## src/rtl/usbm_pkg.sv

```systemverilog
package usbm_pkg;

    typedef enum logic [1:0] {
        PH_SCAN,
        PH_HOLD,
        PH_XFER,
        PH_COMMIT
    } phase_t;

    // priority slots: 0 result, 1 header, 2 command, 3 bitstream
    localparam int NUM_SLOTS  = 4;
    localparam int SLOT_W     = 2;
    localparam int NUM_STREAMS = 3;

    typedef struct packed {
        phase_t             phase;
        logic [SLOT_W-1:0]  slot;
        logic [1:0]         sel;
        logic [SLOT_W-1:0]  start;
        logic               moved;
    } ctrl_t;

    function automatic logic [1:0] slot_to_sel(input logic [SLOT_W-1:0] s);
        logic [1:0] r;
        case (s)
            2'd0:    r = 2'b11;
            2'd1:    r = 2'b00;
            2'd2:    r = 2'b10;
            default: r = 2'b01;
        endcase
        return r;
    endfunction

endpackage

```

## src/rtl/usbm_scan_arb.sv

```systemverilog
module usbm_scan_arb #(
    parameter int N  = 4,
    parameter int SW = (N > 1) ? $clog2(N) : 1
) (
    input  logic [SW-1:0] start,
    input  logic [N-1:0]  elig,
    output logic          found,
    output logic [SW-1:0] pick
);
    always_comb begin
        found = 1'b0;
        pick  = '0;
        for (int i = N - 1; i >= 0; i--) begin
            if (elig[i] && (i >= int'(start))) begin
                found = 1'b1;
                pick  = SW'(i);
            end
        end
    end
endmodule

```

## src/rtl/usbm_pkt_track.sv

```systemverilog
module usbm_pkt_track #(
    parameter int BUS_W     = 16,
    parameter int PKT_BYTES = 512
) (
    input  logic clk,
    input  logic rst_n,
    input  logic fire,
    input  logic last,
    output logic short_end
);
    localparam int BPW = BUS_W / 8;
    localparam int CW  = $clog2(PKT_BYTES) + 1;

    logic [CW-1:0] cnt_d, cnt_q;
    logic [CW-1:0] sum;
    logic [CW-1:0] wrapped;

    always_comb begin
        sum     = cnt_q + CW'(BPW);
        wrapped = (sum >= CW'(PKT_BYTES)) ? (sum - CW'(PKT_BYTES)) : sum;
        short_end = fire && last && (wrapped != '0);
        cnt_d = cnt_q;
        if (fire) begin
            cnt_d = last ? '0 : wrapped;
        end
    end

    always_ff @(posedge clk) begin
        if (!rst_n) cnt_q <= '0;
        else        cnt_q <= cnt_d;
    end
endmodule

```

## src/rtl/usbm_rx_route.sv

```systemverilog
module usbm_rx_route #(
    parameter int BUS_W = 16,
    parameter int NS    = 3,
    parameter int IW    = (NS > 1) ? $clog2(NS) : 1
) (
    input  logic             clk,
    input  logic             rst_n,
    input  logic             fire,
    input  logic [IW-1:0]    idx,
    input  logic [BUS_W-1:0] din,
    output logic [BUS_W-1:0] rx_data,
    output logic [NS-1:0]    rx_valid
);
    typedef struct packed {
        logic [BUS_W-1:0] data;
        logic [NS-1:0]    valid;
    } rx_t;

    rx_t r_d, r_q;

    always_comb begin
        r_d       = r_q;
        r_d.valid = '0;
        if (fire) begin
            r_d.data = din;
            for (int k = 0; k < NS; k++) begin
                r_d.valid[k] = (int'(idx) == k);
            end
        end
    end

    always_ff @(posedge clk) begin
        if (!rst_n) r_q <= '0;
        else        r_q <= r_d;
    end

    assign rx_data  = r_q.data;
    assign rx_valid = r_q.valid;
endmodule

```

## src/rtl/usb_bridge_fifo_master.sv

```systemverilog
module usb_bridge_fifo_master
    import usbm_pkg::*;
#(
    parameter int BUS_W     = 16,
    parameter int PKT_BYTES = 512
) (
    input  logic                   clk,
    input  logic                   rst_n,
    output logic [1:0]             ep_sel,
    output logic                   bus_oe_n,
    output logic                   bus_rd_n,
    output logic                   bus_wr_n,
    output logic                   commit_n,
    input  logic                   sel_empty,
    input  logic                   sel_full,
    input  logic [BUS_W-1:0]       bus_in,
    output logic [BUS_W-1:0]       bus_out,
    output logic                   bus_drive,
    input  logic [NUM_STREAMS-1:0] rx_ready,
    output logic [BUS_W-1:0]       rx_data,
    output logic [NUM_STREAMS-1:0] rx_valid,
    input  logic [BUS_W-1:0]       res_data,
    input  logic                   res_valid,
    input  logic                   res_last,
    output logic                   res_ready
);
    localparam int IW = $clog2(NUM_STREAMS);

    ctrl_t c_d, c_q;

    logic [NUM_SLOTS-1:0] elig;
    logic                 found;
    logic [SLOT_W-1:0]    pick;
    logic                 inbound;
    logic [IW-1:0]        sidx;
    logic                 rd_fire;
    logic                 wr_fire;
    logic                 short_end;

    assign elig = {rx_ready[2], rx_ready[1], rx_ready[0], res_valid};

    usbm_scan_arb #(.N(NUM_SLOTS), .SW(SLOT_W)) u_arb (
        .start (c_q.start),
        .elig  (elig),
        .found (found),
        .pick  (pick)
    );

    always_comb begin
        inbound = (c_q.slot != '0);
        sidx    = IW'(c_q.slot - SLOT_W'(1));
        rd_fire = (c_q.phase == PH_XFER) && inbound && !sel_empty && rx_ready[sidx];
        wr_fire = (c_q.phase == PH_XFER) && !inbound && !sel_full && res_valid;
    end

    usbm_pkt_track #(.BUS_W(BUS_W), .PKT_BYTES(PKT_BYTES)) u_pkt (
        .clk       (clk),
        .rst_n     (rst_n),
        .fire      (wr_fire),
        .last      (res_last),
        .short_end (short_end)
    );

    usbm_rx_route #(.BUS_W(BUS_W), .NS(NUM_STREAMS), .IW(IW)) u_rx (
        .clk      (clk),
        .rst_n    (rst_n),
        .fire     (rd_fire),
        .idx      (sidx),
        .din      (bus_in),
        .rx_data  (rx_data),
        .rx_valid (rx_valid)
    );

    always_comb begin
        c_d = c_q;
        unique case (c_q.phase)
            PH_SCAN: begin
                if (found) begin
                    c_d.slot  = pick;
                    c_d.sel   = slot_to_sel(pick);
                    c_d.phase = PH_HOLD;
                end else begin
                    c_d.start = '0;
                end
            end
            PH_HOLD: begin
                c_d.phase = PH_XFER;
                c_d.moved = 1'b0;
            end
            PH_XFER: begin
                if (rd_fire) begin
                    c_d.moved = 1'b1;
                end else if (wr_fire) begin
                    c_d.moved = 1'b1;
                    if (res_last) begin
                        c_d.phase = short_end ? PH_COMMIT : PH_SCAN;
                        c_d.start = '0;
                    end
                end else begin
                    c_d.phase = PH_SCAN;
                    c_d.start = c_q.moved ? '0 : (c_q.slot + SLOT_W'(1));
                end
            end
            PH_COMMIT: begin
                c_d.phase = PH_SCAN;
                c_d.start = '0;
            end
            default: c_d.phase = PH_SCAN;
        endcase
    end

    always_ff @(posedge clk) begin
        if (!rst_n) begin
            c_q <= '{phase: PH_SCAN, slot: '0, sel: 2'b00, start: '0, moved: 1'b0};
        end else begin
            c_q <= c_d;
        end
    end

    assign ep_sel    = c_q.sel;
    assign bus_oe_n  = !(((c_q.phase == PH_HOLD) || (c_q.phase == PH_XFER)) && inbound);
    assign bus_rd_n  = !rd_fire;
    assign bus_wr_n  = !wr_fire;
    assign commit_n  = !(c_q.phase == PH_COMMIT);
    assign bus_drive = (c_q.phase == PH_XFER) && !inbound;
    assign bus_out   = res_data;
    assign res_ready = wr_fire;

endmodule

```

## config.mk

```make
export PLATFORM = sky130hd
export DESIGN_NAME = usb_bridge_fifo_master
export DESIGN_NICKNAME = d
export VERILOG_FILES = /design/src/rtl/usbm_pkg.sv /design/src/rtl/usbm_scan_arb.sv /design/src/rtl/usbm_pkt_track.sv /design/src/rtl/usbm_rx_route.sv /design/src/rtl/usb_bridge_fifo_master.sv
export SDC_FILE = /design/constraint.sdc
export NUM_CORES = 1
export LEC_CHECK = 0
export BUFFER_PORTS_ARGS = -buffer_cell sky130_fd_sc_hd__buf_4
export CORE_MARGIN = 8
export CORE_UTILIZATION = 44
export DETAILED_ROUTE_END_ITERATION = 8
export GPL_TIMING_DRIVEN = 0
export PLACE_DENSITY = 0.75
export SKIP_LAST_GASP = 1
export SYNTH_ARGS = -nofsm -noshare
export SYNTH_HDL_FRONTEND = slang
export SYNTH_SLANG_ARGS = --single-unit
export TNS_END_PERCENT = 5
```

## constraint.sdc

```tcl
create_clock -name clk -period 3.24 [get_ports clk]
set_clock_uncertainty 0.05 [all_clocks]
set_input_delay 0.162 -clock clk [delete_from_list [all_inputs] [get_ports clk]]
set_output_delay 0.162 -clock clk [all_outputs]
set_load 0.05 [all_outputs]
```

======== After elaboration in Yosys (flattened, before gate mapping) ========
Cells that the tools add are included.
operators by class
  add/sub/neg operators ................... 4
  order comparisons ....................... 5
  reductions and logical operators ........ 32
  equal/unequal tests ..................... 12
  multiplexer cells ....................... 28
operators by type and width
  operator                number
  $mux 2                  13
  $mux 10                 2
  $logic_and 1x1->1       12
  $pmux 2 s3              2
  $add 10x2->10 const B   1
  $eq 2x2->1 const B      5
  $ge 10x10->1 const B    1
  $reduce_bool 10->1      1
  $sub 10x10->10 const B  1
  $pmux 2 s4              1
  $logic_not 1->1         7
  $mux 1                  7
  $logic_not 2->1         3
  $mux 6                  1
  $ne 2x2->1 const B      3
  $reduce_and 2->1        3
  $eq 2x1->1 const B      2
  $ge 1x2->1 const A      2
  $reduce_and 4->1        1
  $reduce_bool 2->1       2
  $lt 2x3->1 const B      1
  $ne 3x2->1 const B      1
  $ne 3x3->1 const B      1
  $reduce_and 3->1        1
  7 further kinds         7
word-level totals
  flip-flop bits (word level) ............. 38
  output and inout port bits .............. 43
  input bits .............................. 41
  word-level logic and storage cells ...... 89

======== Depth between registers and ports, before layout ========
Gate-level depths: netlist of run 1.
  depth in word-level cells ............... 12
  depth in mapped cells ................... 10
  gate-level depth less buffers ........... 9

======== By module ========
Synthesis of run 1 repeated with hierarchy kept, for this count alone.
second synthesis, totals
  cells, all modules ...................... 228
  area total of the unflattened synthesis .. 2109.5 µm²
modules (own cells, without submodules)
  module                  cells an instance  sequential area each (µm²)  instances  area an instance (µm²)
  usb_bridge_fifo_master  93                 180.2                       1          788.3
  usbm_rx_route           58                 380.4                       1          718.2
  usbm_pkt_track          66                 160.2                       1          528.0
  usbm_scan_arb           11                 0.0                         1          75.1

======== Worst setup path after synthesis of run 1 ========
Ideal clock, no wire load.
  path type ............................... reg-to-reg
  start ................................... reg c_q[5] (netlist name)
  end ..................................... reg u_pkt.cnt_q[3]
  cell stages (with the launch flop) ...... 10
  arrival time ............................ 2311 ps
  required time ........................... 3120 ps
  slack ................................... 808 ps
  path buffers ............................ 2
  period minus slack after synthesis ...... 2432 ps
  library setup time ...................... 70 ps
  cells stage by stage .................... dfxtp_1 > inv_1 > ha_1 > and2_4 > and3b_1 > buf_6 > inv_4 > clkbuf_1 > o21ai_0 > a21oi_1
between the ends
  cells in the longest elaborated chain, start to end .. 5
RTL lines
  element                          line                           RTL
  start, declared                  usb_bridge_fifo_master.sv:29   ctrl_t c_d, c_q;
  start signal, assigned           usb_bridge_fifo_master.sv:114  c_q <= '{phase: PH_SCAN, slot: '0, sel: 2'b00, start: '0, moved: 1'b0};
  $reduce_bool 2->1                usb_bridge_fifo_master.sv:50   inbound = (c_q.slot != '0);
  $logic_not 1->1                  --
  $logic_and 1x1->1                --
  named net bus_drive              usb_bridge_fifo_master.sv:18   output logic bus_drive,
  $logic_and 1x1->1 (2 in series)  usb_bridge_fifo_master.sv:53   wr_fire = (c_q.phase == PH_XFER) && !inbound && !sel_full && res_valid;
  named net res_ready              usb_bridge_fifo_master.sv:25   output logic res_ready
  end signal, assigned             usbm_pkt_track.sv:30           else cnt_q <= cnt_d;
  end, declared                    usbm_pkt_track.sv:14           logic [CW-1:0] cnt_d, cnt_q;
The timed path passes the listed nets, and every way through them passes these cells.
A chain may end at the register's enable or synchronous reset.

======== Worst setup path after layout of run 1 ========
  start ................................... reg c_q[5] (netlist name)
  end ..................................... out bus_rd_n
between the ends
  cells in the longest elaborated chain, start to end .. 5
  elaborated cells between the ends (all ways) .. 8
  classes of those cells .................. add/sub (1); mux (2); reduce/logical (5)
RTL lines
  element                                                                   line                                                        RTL
  $sub 2x1->2 / $reduce_bool 2->1 (equally long branches)                   usb_bridge_fifo_master.sv:51, usb_bridge_fifo_master.sv:50
  $bmux 1 s2 / $logic_and 1x1->1 (equally long branches)                    usb_bridge_fifo_master.sv:52                                rd_fire = (c_q.phase == PH_XFER) && inbound && !sel_empty && rx_ready[sidx];
  $mux 1 (implied by the code) / $logic_and 1x1->1 (equally long branches)  usb_bridge_fifo_master.sv:52
  $logic_and 1x1->1 *                                                       usb_bridge_fifo_master.sv:52
  $logic_not 1->1 *                                                         usb_bridge_fifo_master.sv:122                               assign bus_rd_n = !rd_fire;
  end, declared                                                             usb_bridge_fifo_master.sv:11                                output logic bus_rd_n,
Every way passes the cells marked *; elsewhere a longest branch is shown, timed or not. The select of a mux whose other input is x is not followed.

==> flow_metrics.py, run 1 <==
metrics = {
    "routing": {
        "drt_iter0_drc": 79,
        "drc": 0,
        "viasPerCell": 4.98,
        "wl_um": 4690,
        "drtAntennaViolNets": 0,
        "wl_per_cell_um": 13.6,
        "drt-pass1-iter-count": 4,
        "vias": 1713,
    },
    "critical_path": {
        "reg2reg_from": "c_q[5]$_SDFFE_PN0P_",
        "critPathLaunch": "c_q[5]$_SDFFE_PN0P_",
        "critPathArrivalTime_ns": 2.57,
        "critical_path_class": "reg2out",
        "cp.required_ns": 3.03,
        "timing.critical_path.fanout_max": 10,
        "critical_path.startpoint_type": "flop",
        "crit_path_end_kind": "output port",
    },
    "cells_and_area": {
        "area_growth_pct": 32.0,
        "drive_above_1_share_pct": 35.6,
        "fin_nets": 344,
        "instances_no_fill": 344,
        "design_area_um2": 2600,
        "diodes": 0,
        "final_util_pct": 60.2,
    },
    "clock_tree": {
        "clkSlewWorstSetupHoldPaths_ns": 0.07,
        "cts-hold-fix-buffers": 0,
        "root_buffer": "clkbuf_8",
        "clock_sinks": 36,
        "cts_max_path_buffers": 2,
        "htreeDepth": 2,
        "numCtsBuffers": 5,
        "clock_latency_ns": 0.28,
        "cts_setup_buffers": 0,
        "cts_tree": "yes",
        "ctsResizeCount": 0,
    },
    "pwr": {
        "pwr-share-seq_pct": 46.8,
        "powerDensity_nw_per_um2": 379,
        "p_sw_uw": 292,
        "peakVddDrop_v": 0.000251,
        "p_comb_share_pct": 23.0,
        "clkPwrFrac_pct": 30.1,
        "power.internal_uw": 694,
        "leakagePower_nw": 1.15,
        "p_total_uw": 985,
        "switching_share_pct": 29.6,
    },
    "sta": {
        "fmax_ghz": 0.360,
        "setup_violations": 0,
        "tightest_slew_ns": 0.580,
        "hold_viol": 0,
        "fin_tns_setup_ns": 0,
        "slew_violations": 0,
        "fin_crit_ns": 2.78,
        "slew_headroom_pct": 61.3,
        "timing.final.crit_share_pct": 85.8,
        "rsz0062_at_grt": "no",
    },
    "flow_run": {
        "max-cap-violations": 0,
    },
    "worst_hold_path": {
        "min-delay-start": "bus_in[14]",
        "hold_path_class": "in2reg",
    },
    "grt": {
        "grt_pass1_wl_um": 8130,
        "antenna_found_initial": 0,
        "grt_start_max_net_pins": 11,
        "grt_pass1_vias": 1765,
        "grt_usage_pct": 13.7,
        "grt-ovfl-total": 0,
    },
    "synth": {
        "synthArstFlopShare_pct": 0,
        "synth_top_area_share_pct": 36.5,
        "synthTopCellsByArea": "dfxtp_1 37%, mux2i_1 10%, ha_1 7.0%",
        "synth_nets": 272,
        "yosys.area.top_type": "dfxtp_1",
        "synth_cells": 220,
        "ys_ff_latch": 36,
        "synthTopCellsByCount": "36 x dfxtp_1, 30 x nor2_1, 20 x mux2i_1, 18 x buf_4",
        "synth_cell_type_count": 47,
        "synth_edf_count": 0,
        "synth-seq-area-share_pct": 36.5,
        "ys.flop_type": "dfxtp_1",
        "avgSynthCellArea_um2": 8.96,
        "synth.cell_area_um2": 1970,
        "yosysMostFrequentCell": "dfxtp_1",
        "yosysWarnings": 0,
    },
    "placed_design": {
        "place_congestion": 0.852,
        "dpl.hpwl_um": 3660,
        "placed_cell_area_um2": 2520,
        "place_inst": 337,
        "portBuffers": 65,
    },
    "status": {
        "status": "completed",
    },
    "floorplanning": {
        "fp.dieArea_um2": 6880,
        "die_x_um": 82.9,
        "design.core.area_um2": 4320,
        "rows": 24,
        "die_h_um": 82.9,
        "io_pins": 84,
        "initial_core_util_pct": 45.6,
    },
}
## area by class of cell
type	count	area [um2]
Clock inverter	1	5.00
Timing Repair Buffer	65	488
Tap cell	52	65.1
Clock buffer	6	72.6
Fill cell	408	1720
Inverter	13	51.3
Sequential cell	36	721
Multi-Input combinational cell	142	1000
Buffer	29	200
## power by group through the flow
stage | logic, mW | clock network, mW | registers, mW
detailed placement | 0.228 | 0 | 0.472
finish | 0.227 | 0.297 | 0.462
global route | 0.245 | 0.328 | 0.463
global placement | 0.227 | 0 | 0.471
CTS | 0.229 | 0.306 | 0.462
floorplan | 0.160 | 0 | 0.470
## kinds of logic after synthesis
kind of cell	count (synthesis)	synth area share [%]
buffers and inverters	42	12.8
AOI/OAI and AO/OA	37	13.8
muxes	21	10.7
adders and majority gates	11	6.98
DFF	36	36.5
xor gates and xnor gates	4	1.78
and+or+nand+nor	69	17.4
## state kept, by name (all words and copies together) (netlist names)
register	count
c_q	7
ep_sel	2
u_pkt.cnt_q	8
u_rx.rx_data	16
u_rx.rx_valid	3
## metal layers
metal | vias to the layer above | track usage [%] | wire (um)
met5 | - | 0 | 0
met4 | 0 | 4.31 | 58
met3 | 6 | 7.91 | 574
met2 | 70 | 21.0 | 1910
met1 | 759 | 15.7 | 2140
li1 | 878 | - | -
## critical path: stages (launching register included)
cell and delay [ns]:
dfxtp_1 0.49, inv_1 0.14, ha_1 0.37, mux2i_1 0.18, a2111oi_4 0.63, buf_6 0.24
inv_2 0.05, buf_4 0.18
## path summary, 6_finish.rpt
kind / to / slack (ns) / cells past startpoint
setup / recovery: bus_rd_n / 0.46 / 7
hold / removal: u_rx.rx_data[14]$_SDFFE_PN0P_ / 0.06 / 3
setup reg to reg: u_rx.rx_data[1]$_SDFFE_PN0P_ / 0.73 / 7
hold reg to reg: u_pkt.cnt_q[8]$_SDFFE_PN0N_ / 0.43 / 2
## layout by cell type (no fill, tap or decap), types with 3 or more instances in the layout
| cell | netlist | final |
|---|---|---|
| nand3b_1 | 4 | 4 |
| nand2_1 | 8 | 8 |
| a31oi_1 | 4 | 4 |
| mux2i_1 | 20 | 20 |
| ha_1 | 11 | 11 |
| o21ai_0 | 6 | 6 |
| dfxtp_1 | 36 | 36 |
| buf_4 | 18 | 83 |
| and3_1 | 4 | 4 |
| nor3_1 | 6 | 6 |
| clkbuf_1 | 7 | 8 |
| clkbuf_8 | 0 | 5 |
| buf_6 | 3 | 3 |
| a21oi_1 | 10 | 10 |
| inv_1 | 11 | 11 |
| nor2_1 | 30 | 30 |
| nand3_1 | 4 | 4 |
## metrics by stage
step                hold WS [ns]  worst slack [ns]
floorplan                  0.259             0.808
global placement           0.344             0.817
detailed placement         0.353             0.690
CTS                       0.0483             0.399
global route              0.0498             0.270
finish                    0.0577             0.459
Power figures use the tool's default switching activity.
==> inputs of run 2 (changes only) <==
--- a/config.mk
+++ b/config.mk
@@ -5,11 +5,13 @@
 export SDC_FILE = /design/constraint.sdc
 export NUM_CORES = 1
 export LEC_CHECK = 0
+export ABC_AREA = 1
 export BUFFER_PORTS_ARGS = -buffer_cell sky130_fd_sc_hd__buf_4
 export CORE_MARGIN = 8
 export CORE_UTILIZATION = 44
 export DETAILED_ROUTE_END_ITERATION = 8
 export GPL_TIMING_DRIVEN = 0
+export HOLD_SLACK_MARGIN = 0.15
 export PLACE_DENSITY = 0.75
 export SKIP_LAST_GASP = 1
 export SYNTH_ARGS = -nofsm -noshare
==> flow_metrics.py, run 2 <==
metrics = {
    "placed_design": {
        "place_congestion": 0.852,
        "preCtsSetupSlack_ns": 1.30,
        "dpl.hpwl_um": 3960,
        "portBuffers": 67,
    },
    "floorplanning": {
        "die_h_um": 83.1,
        "rows": 24,
        "fp.dieArea_um2": 6910,
        "die_x_um": 83.1,
        "io_pins": 84,
        "initial_core_util_pct": 45.5,
        "design.core.area_um2": 4350,
    },
    "synth": {
        "synthTopCellsByCount": "54 x nand2_1, 52 x nor2_1, 36 x dfxtp_1, 30 x inv_1, 19 x o21ai_0",
        "synth_cells": 280,
        "yosys.area.top_type": "dfxtp_1",
        "synth-seq-area-share_pct": 36.4,
        "synth_top_area_share_pct": 36.4,
        "synth_cell_type_count": 32,
        "synth.cell_area_um2": 1980,
        "avgSynthCellArea_um2": 7.08,
        "synthTopCellsByArea": "dfxtp_1 36%, nand2_1 10%, nor2_1 9.8%",
        "synthArstFlopShare_pct": 0,
        "yosysWarnings": 0,
        "ys_ff_latch": 36,
        "synth_nets": 332,
        "ys.flop_type": "dfxtp_1",
        "synth_edf_count": 0,
        "yosysMostFrequentCell": "nand2_1",
    },
    "pwr": {
        "powerDensity_nw_per_um2": 479,
        "peakVddDrop_v": 0.000271,
        "leakagePower_nw": 1.40,
    },
    "clock_tree": {
        "numCtsBuffers": 5,
        "cts_max_path_buffers": 2,
        "ctsResizeCount": 0,
        "htreeDepth": 2,
        "cts-hold-fix-buffers": 17,
        "cts_setup_buffers": 0,
        "clock_latency_ns": 0.29,
        "cts_tree": "yes",
        "root_buffer": "clkbuf_8",
        "clock_sinks": 36,
        "clkSlewWorstSetupHoldPaths_ns": 0.08,
    },
    "routing": {
        "drt_iter0_drc": 74,
        "drtAntennaViolNets": 0,
        "viasPerCell": 4.67,
        "wl_per_cell_um": 12.5,
        "drt-pass1-iter-count": 4,
        "vias": 1978,
        "wl_um": 5310,
        "drc": 0,
    },
    "sta": {
        "tightest_slew_ns": 0.364,
        "rsz0062_at_grt": "no",
        "slew_violations": 0,
        "fmax_ghz": 0.442,
        "fin_crit_ns": 2.26,
        "timing.final.crit_share_pct": 69.8,
        "setup_violations": 0,
        "fin_tns_setup_ns": 0,
        "fin_ws_ns": 0.977,
        "slew_headroom_pct": 75.7,
        "hold_viol": 0,
    },
    "critical_path": {
        "crit_family": "buffers and inverters",
        "critical_path_class": "reg2out",
        "cp.required_ns": 3.03,
        "timing.critical_path.fanout_max": 10,
        "rr_worst_depth": 10,
        "r2r_end": "c_q[2]$_SDFFE_PN0P_",
        "critPathArrivalTime_ns": 2.05,
        "crit_path_end_kind": "output port",
        "slowest_stage": "dfxtp_1",
        "reg2reg_from": "c_q[5]$_SDFFE_PN0P_",
        "critical_path.startpoint_type": "flop",
        "worst-path-buf-inv": 4,
        "reg2reg_slack_ns": 1.31,
        "crit_path_cell_trace": "inv_2, ha_1, inv_1, nand2_2, nand3_4, buf_2, buf_4",
        "max_stage_delay_ns": 0.49,
    },
    "cells_and_area": {
        "largest_reg_flops": 16,
        "drive_above_1_share_pct": 30.6,
        "fillCellCount": 378,
        "area_growth_pct": 42.9,
        "final_common_cell": "buf_4",
        "fin_nets": 423,
        "diodes": 0,
        "layout_common_cells": "85 x buf_4, 54 x nand2_1, 52 x nor2_1, 36 x dfxtp_1, 30 x inv_1",
    },
    "worst_hold_path": {
        "worstHoldPathCells": 4,
        "hold_path_class": "in2reg",
        "worstHoldEndpoint": "u_pkt.cnt_q[3]$_SDFFE_PN0N_",
        "min-delay-start": "res_last",
    },
    "status": {
        "status": "completed",
    },
    "grt": {
        "grt_pass1_wl_um": 8990,
        "grt_usage_pct": 15.3,
        "antenna_found_initial": 0,
        "grt_start_max_net_pins": 13,
        "grt_pass1_vias": 2062,
        "grt-ovfl-total": 0,
    },
    "flow_run": {
        "max-cap-violations": 0,
    },
}
run 2: kinds of logic after synthesis:
logic type | after synthesis | share of synthesized area (%)
flip-flops | 36 | 36.4
XOR/XNOR | 1 | 0.442
adder cells (fa/ha/maj) | 11 | 6.94
AND/OR/NAND/NOR | 135 | 31.0
buffers and inverters | 57 | 14.7
AO/OA/AOI/OAI | 40 | 10.5
run 2: worst reg2reg max path: cells and delay by family, from the launching register on:
kind            cells  cell delay [ns]
flops               1             0.49
compound gates      1             0.16
simple gates        6             0.58
buf+inv             2             0.20
fa+ha+maj           1             0.35
run 2: how the worst max path moves through the flow:
| stage | to | cells after the start | slack (ns) | startpoint |
|---|---|---|---|---|
| after floorplan | c_q[1]$_SDFFE_PN0P_ | 9 | 1.35 | c_q[5]$_SDFFE_PN0P_ |
| after global placement | bus_rd_n | 7 | 1.29 | c_q[5]$_SDFFE_PN0P_ |
| after detailed placement | bus_rd_n | 7 | 1.30 | c_q[5]$_SDFFE_PN0P_ |
| after CTS | bus_rd_n | 7 | 0.97 | c_q[5]$_SDFFE_PN0P_ |
| after global routing | bus_rd_n | 7 | 0.85 | c_q[5]$_SDFFE_PN0P_ |
| final | bus_rd_n | 7 | 0.98 | c_q[5]$_SDFFE_PN0P_ |
run 2: area by class of cell:
type	count	area, um2	area share [%]
buffer	23	164	5.79
clock buffer	5	68.8	2.43
clock inverter	3	42.5	1.50
inverter	34	128	4.51
multi-input combinational	187	970	34.2
sequential	36	721	25.5
tap	52	65.1	2.30
timing repair buffer	84	673	23.8
run 2: stage by stage:
| step | total power [mW] | instances | hold slack [ns] | cell area, um2 | utilization (%) |
|---|---|---|---|---|---|
| 2_1_floorplan | 0.828 | 280 | 0.247 | 1980 | - |
| 3_3_place_gp | 0.941 | 399 | 0.332 | 2550 | 58.6 |
| 3_5_place_dp | 0.951 | 399 | 0.341 | 2550 | 58.6 |
| 4_1_cts | 1.37 | 424 | 0.152 | 2830 | 65.0 |
| 5_1_grt | 1.43 | 424 | 0.164 | 2830 | 65.0 |
| 6_report | 1.36 | 424 | 0.153 | 2830 | 65.0 |
run 2: power breakdown:
group          internal [mW]  switching, mW  total, mW  leakage, nW
combinational          0.169          0.288      0.457         1.06
clock                  0.228          0.174      0.401       0.0541
sequential             0.472         0.0256      0.497        0.292
total                  0.869          0.487       1.36         1.40
run 2: metal layers:
layer,global-route usage (%),part of all wire (%),up-vias
met3,7.42,9.8,8
met1,17.0,43,865
met2,24.5,46,69
met5,0,0,-
li1,-,-,1036
met4,5.75,1.4,0
